==> src/rtl/lw_sram_pkg.sv <==
package lw_sram_pkg;
  typedef enum logic [1:0] {
    OP_IDLE  = 2'd0,
    OP_READ  = 2'd1,
    OP_WRITE = 2'd2
  } op_e;
endpackage

==> src/rtl/lw_sram_cmdpipe.sv <==
module lw_sram_cmdpipe
  import lw_sram_pkg::*;
#(
  parameter int ADDR_W = 6,
  parameter int LANES  = 4
) (
  input  logic              clk,
  input  logic              rst_n,
  input  logic              run,
  input  logic              sel,
  input  logic              wr_n,
  input  logic [ADDR_W-1:0] addr,
  input  logic [LANES-1:0]  bw_n,
  output op_e               s1_op,
  output logic [ADDR_W-1:0] s1_addr,
  output logic [LANES-1:0]  s1_keep,
  output op_e               s2_op,
  output logic [ADDR_W-1:0] s2_addr,
  output logic [LANES-1:0]  s2_keep
);
  always_ff @(posedge clk or negedge rst_n) begin
    if (!rst_n) begin
      s1_op   <= OP_IDLE;
      s1_addr <= '0;
      s1_keep <= '0;
      s2_op   <= OP_IDLE;
      s2_addr <= '0;
      s2_keep <= '0;
    end else if (run) begin
      s1_op   <= !sel ? OP_IDLE : (wr_n ? OP_READ : OP_WRITE);
      s1_addr <= addr;
      s1_keep <= ~bw_n;
      s2_op   <= s1_op;
      s2_addr <= s1_addr;
      s2_keep <= s1_keep;
    end
  end

  assert_hold_R1: assert property (@(posedge clk) disable iff (!rst_n)
    !run |=> ($stable(s1_op) && $stable(s1_addr) && $stable(s2_op) && $stable(s2_addr)));

  assert_nosel_R2: assert property (@(posedge clk) disable iff (!rst_n)
    (run && !sel) |=> (s1_op == OP_IDLE));
endmodule

==> src/rtl/lw_sram_array.sv <==
module lw_sram_array #(
  parameter int ADDR_W = 6,
  parameter int LANES  = 4,
  parameter int LANE_W = 9
) (
  input  logic                    clk,
  input  logic                    we,
  input  logic [ADDR_W-1:0]       waddr,
  input  logic [LANES-1:0]        wkeep,
  input  logic [LANES*LANE_W-1:0] wdata,
  input  logic [ADDR_W-1:0]       raddr,
  output logic [LANES*LANE_W-1:0] rdata
);
  localparam int DEPTH = 1 << ADDR_W;

  for (genvar g = 0; g < LANES; g++) begin : g_lane
    logic [LANE_W-1:0] mem [DEPTH];
    always_ff @(posedge clk) begin
      if (we && wkeep[g]) mem[waddr] <= wdata[g*LANE_W +: LANE_W];
    end
    assign rdata[g*LANE_W +: LANE_W] = mem[raddr];
  end
endmodule

==> src/rtl/lw_sram.sv <==
module lw_sram
  import lw_sram_pkg::*;
#(
  parameter int ADDR_W = 6,
  parameter int LANES  = 4,
  parameter int LANE_W = 9
) (
  input  logic                    clk,
  input  logic                    rst_n,
  input  logic                    flow_mode,
  input  logic                    cke_n,
  input  logic                    cs0_n,
  input  logic                    cs1,
  input  logic                    cs2_n,
  input  logic                    adv_ld_n,
  input  logic                    wr_n,
  input  logic [LANES-1:0]        bw_n,
  input  logic [ADDR_W-1:0]       addr,
  input  logic [LANES*LANE_W-1:0] wdata,
  input  logic                    out_en,
  output logic [LANES*LANE_W-1:0] rdata,
  output logic                    rdata_oe
);
  localparam int DW = LANES * LANE_W;

  logic              run, sel;
  op_e               s1_op, s2_op;
  logic [ADDR_W-1:0] s1_addr, s2_addr;
  logic [LANES-1:0]  s1_keep, s2_keep;

  assign run = !cke_n;
  assign sel = !cs0_n && cs1 && !cs2_n && !adv_ld_n;

  lw_sram_cmdpipe #(.ADDR_W(ADDR_W), .LANES(LANES)) u_pipe (
    .clk(clk), .rst_n(rst_n), .run(run), .sel(sel), .wr_n(wr_n),
    .addr(addr), .bw_n(bw_n),
    .s1_op(s1_op), .s1_addr(s1_addr), .s1_keep(s1_keep),
    .s2_op(s2_op), .s2_addr(s2_addr), .s2_keep(s2_keep)
  );

  // Commit stage depends on timing mode: one or two edges after the command.
  logic              we;
  logic [ADDR_W-1:0] waddr;
  logic [LANES-1:0]  wkeep;
  logic [DW-1:0]     arr_q;

  assign we    = run && (flow_mode ? (s1_op == OP_WRITE) : (s2_op == OP_WRITE));
  assign waddr = flow_mode ? s1_addr : s2_addr;
  assign wkeep = flow_mode ? s1_keep : s2_keep;

  lw_sram_array #(.ADDR_W(ADDR_W), .LANES(LANES), .LANE_W(LANE_W)) u_array (
    .clk(clk), .we(we), .waddr(waddr), .wkeep(wkeep), .wdata(wdata),
    .raddr(s1_addr), .rdata(arr_q)
  );

  // Registered timing: a write committing on the same edge as the output
  // register load must be seen by that load.
  logic          fwd_hit;
  logic [DW-1:0] merged;

  assign fwd_hit = (s2_op == OP_WRITE) && (s2_addr == s1_addr);

  for (genvar g = 0; g < LANES; g++) begin : g_fwd
    assign merged[g*LANE_W +: LANE_W] = (fwd_hit && s2_keep[g]) ?
      wdata[g*LANE_W +: LANE_W] : arr_q[g*LANE_W +: LANE_W];
  end

  logic          oq_vld;
  logic [DW-1:0] oq;

  always_ff @(posedge clk or negedge rst_n) begin
    if (!rst_n) begin
      oq_vld <= 1'b0;
      oq     <= '0;
    end else if (run) begin
      oq_vld <= (s1_op == OP_READ);
      oq     <= merged;
    end
  end

  logic          rd_vld;
  logic [DW-1:0] rd_val;

  assign rd_vld   = flow_mode ? (s1_op == OP_READ) : oq_vld;
  assign rd_val   = flow_mode ? arr_q : oq;
  assign rdata_oe = out_en && rd_vld;
  assign rdata    = rdata_oe ? rd_val : '0;

  assert_plread_R3: assert property (@(posedge clk) disable iff (!rst_n)
    (!flow_mode && run && s1_op == OP_READ) |=> oq_vld);

  assert_ftread_R4: assert property (@(posedge clk) disable iff (!rst_n)
    (flow_mode && run && sel && wr_n) |=> (!out_en || rdata_oe));

  assert_oe_R9: assert property (@(posedge clk) disable iff (!rst_n)
    !out_en |-> (!rdata_oe && rdata == '0));
endmodule

==> config.mk <==
export PLATFORM = sky130hd
export DESIGN_NAME = lw_sram
export DESIGN_NICKNAME = d
export VERILOG_FILES = /design/src/rtl/lw_sram_pkg.sv /design/src/rtl/lw_sram_cmdpipe.sv /design/src/rtl/lw_sram_array.sv /design/src/rtl/lw_sram.sv
export SDC_FILE = /design/constraint.sdc
export NUM_CORES = 2
export LEC_CHECK = 0
export BUFFER_PORTS_ARGS = -buffer_cell sky130_fd_sc_hd__buf_2
export CORE_ASPECT_RATIO = 0.7
export CORE_MARGIN = 2
export CORE_UTILIZATION = 29
export CTS_BUF_LIST = sky130_fd_sc_hd__clkbuf_8
export CTS_CLUSTER_DIAMETER = 50
export CTS_CLUSTER_SIZE = 10
export DETAILED_ROUTE_END_ITERATION = 6
export MAX_ROUTING_LAYER = met4
export PLACE_DENSITY = 0.45
export SYNTH_ARGS = -nofsm -noshare
export SYNTH_HDL_FRONTEND = slang
export SYNTH_SLANG_ARGS = --single-unit
==> constraint.sdc <==
create_clock -name clk -period 5.9 [get_ports clk]
set_input_delay 0 -clock clk [delete_from_list [all_inputs] [get_ports clk]]
set_output_delay 0 -clock clk [all_outputs]
set_load 0.03 [all_outputs]
==> results.md <==
* Post-synthesis adder-cell area fraction at 0
* Vias per cell at 5.13
* Startpoint types: flop
* RSZ-0062 raised after global routing: false
* Final ANT Viol Nets at 0
* Skew final at 0.0748 ns
* Mapped Area at 91700 sq um
* Async set or reset register ratio after synthesis at 0.0258
* Avg Inst Size Synth at 20.9 sq um
* Number of global-route vias before repair at 46900
* Core Rows at 172
* Pre-antenna DRT Iters at 7
* IO Port Bufs at 92
* TritonCTS Buffers at 284
* Critical Path Source: u_pipe.s1_addr[0]
* FF-to-FF Start: u_pipe.s1_addr[0]
* VDD IR max at 0.160 mV
* Hold depth at 4
* Slew HR at 0.109
* Ports at 93
* Crit share post-route at 0.895
* CP Depth at 9
* Die height at 475 microns
* Minimum clock period at 5.28 ns
* Final hold viol count at 0
* Critical-path top delay cell: dfrtp_4
* Crit path max fanout at 47
* Post-Synth Simple-Gate Area at 0.0282
* Setup bufs post-CTS at 0
* Layout Nets at 4888
* Part of the Yosys area used for sequential elements at 0.771
* Die width at 676 microns
* Failing checks: DRC
* Endpoints failing setup at 0
* Status: finished with violations
* Register-to-Register Path Depth at 8
* Hold Buf Count CTS at 82
* Overflow after GRT at 0
* DRC at 40
* Die ar. at 321000 sq um
* TritonCTS clock tree: done
* Fraction of layout cells with a size suffix above 1 at 0.265
* Setup TNS at 0 ns
* Post-synthesis mux area share at 0.147
* CTS clock-pin slew for the worst setup and hold paths at 0.08 ns
* Drt total wl at 289 mm
* Worst-Skew Late Latency at 0.99 ns
* Core footprint at 314000 sq um
* Xor and xnor fraction of the mapped netlist area at 0.000573
* Root buffer cell: clkbuf_8
* Slowest Stage Delay on Critical Path at 0.97 ns
* Yosys warns at 0
* Netlist cell types at 52
* Initial core utilization at 0.292
* PwrDens at 313 nW/um^2
* Number of synthesized flops with an enable pin at 2304
* Commonest non-fill, non-tap cells in the layout: edfxtp_1 (2304), mux4_2 (550), nor2_1 (313), clkbuf_8 (289), a22oi_1 (245)
* Crit path DAT at 5.28 ns
* Fmax at 0.189 GHz
* Fillers at 29800
* Top Family by Delay on Critical Path: flip-flops
* Buffers & Inverters on Critical Path at 3
* Commonest non-fill, non-tap cell in the layout: edfxtp_1
* GRT Overall Usage at 0.183
* Post_cts resized at 0
* DR WL/cell at 31.7 microns
* Starting DRT DRC Count at 5504
* Vias at 46900
* Setup CP Type: reg -> out
* Leakage at 31.7 nW
* Pin count of the biggest net entering global routing at 99
* Hold Crit Class: in -> reg
* Main combinational cell family by area after synthesis: multiplexers
* Max cap viols at 0
* Most used DFF post-synth: edfxtp_1
* Post-Syn Instances at 4390
* Final max-slew violation count at 0
* Worst-path cell chain: buf_4, buf_12, mux4_2, a22oi_1, a21oi_1, nor4_2, nor2_1, a31o_1, buf_2
* Worst reg2reg endpoint: oq[18]
* Routability cong. at 0.838
* CP Data Required Time at 5.90 ns
* Transition time of the tightest slew-check pin at 1.33 ns
* CTS max path bufs at 4
* Net count after synthesis at 4446
* Hold slack at 0.0994 ns
* Synth Area in Compound Gates at 0.0390
* Clock sinks at 2365
* CP Capture Type: output port
* H-tree depth at 5
* Worst R2R Setup Slack at 1.35 ns
* Initial antenna violation count at 28
* Area Overhead vs Synth at 13.2%
* Worst setup endpoint: rdata[24]
* First-pass GRT wire length at 398 mm
* Post-DP HPWL at 181 mm
* Yosys reg bits at 2365
[area by class of cell]
cell class	instances	area, sq um	share of cell area
sequential	2365	70700	0.681
clock buffer	289	3980	0.0383
antenna	36	90.1	0.000868
clock inverter	86	578	0.00557
inverter	14	52.6	0.000506
multi-input combinational	1743	19800	0.190
timing repair buffer	424	3410	0.0329
tap	4176	5230	0.0503
[cell families (layout without fill, tap and decap cells)]
group,count (synthesis),in the layout
muxes,656,656
DFF,2365,2365
AOI/OAI and AO/OA,520,520
other,0,36
buffers and inverters,282,813
xor gates and xnor gates,6,6
and+or+nand+nor,561,561
[per-layer routing]
metal	track usage	share of wire	routed length [microns]
met1	0.270	0.47	137000
met2	0.256	0.43	125000
met3	0.0447	0.078	22700
met4	0.0344	0.018	5090
met5	-	0	0
[report_power, final]
part	switching (mW)	total (mW)	internal [mW]
Sequential	0.0855	18.6	18.5
Clock	6.03	10.7	4.71
Combinational	2.03	3.14	1.11
[flip-flops by register name, indices dropped and copies added (netlist names)]
name / count
u_pipe.s1_addr: 6
u_array.g_lane.mem: 2304
u_pipe.s2_op: 2
u_pipe.s1_keep: 4
u_pipe.s2_addr: 6
oq: 36
u_pipe.s1_op: 2
u_pipe.s2_keep: 4
oq_vld: 1
[worst min-delay path by stage]
stage,startpoint,to,slack [ns]
2_1_floorplan,rst_n,oq[0],-0.30
3_3_place_gp,rst_n,oq[2],-0.07
3_5_place_dp,rst_n,oq_vld,-0.08
4_1_cts,wdata[8],oq[8],0.0005
5_1_grt,wdata[8],oq[8],0.08
6_report,wdata[8],oq[8],0.1
[worst register-to-register path, cell delays in order, from the launching register on]
cell and delay (ns):
dfrtp_4 0.97, buf_4 0.43, buf_12 0.39, mux4_2 0.57
a22oi_1 0.45, a21oi_1 0.16, nor4_2 0.70, o211ai_1 0.19
dlygate4sd3_1 0.59
[per-stage QoR]
stage          cells  cell area, sq um  utilization  power, mW  worst slack (ns)
3_5_place_dp    8640             98300        0.313       22.1              1.47
6_report        9133            104000        0.330       32.5             0.622
4_1_cts         9097            104000        0.330       32.8             0.373
2_1_floorplan   4390             91700            -       20.6              3.16
3_3_place_gp    8640             98300        0.313       22.1              1.43
5_1_grt         9120            104000        0.330       33.5             0.336
[Yosys cell counts (29+ instances only)]
library cell	number	area, sq um
a21oi_1	135	676
a22oi_1	245	1840
a31o_1	29	254
buf_2	86	430
clkbuf_1	122	458
dfrtp_1	61	1530
edfxtp_1	2304	69200
mux2_2	37	417
mux2i_1	69	691
mux4_2	550	12400
nand2_1	141	529
nand3b_1	30	225
nor2_1	316	1190
nor4_2	29	363
o211ai_1	30	225
(Power assumes the default switching activity.)
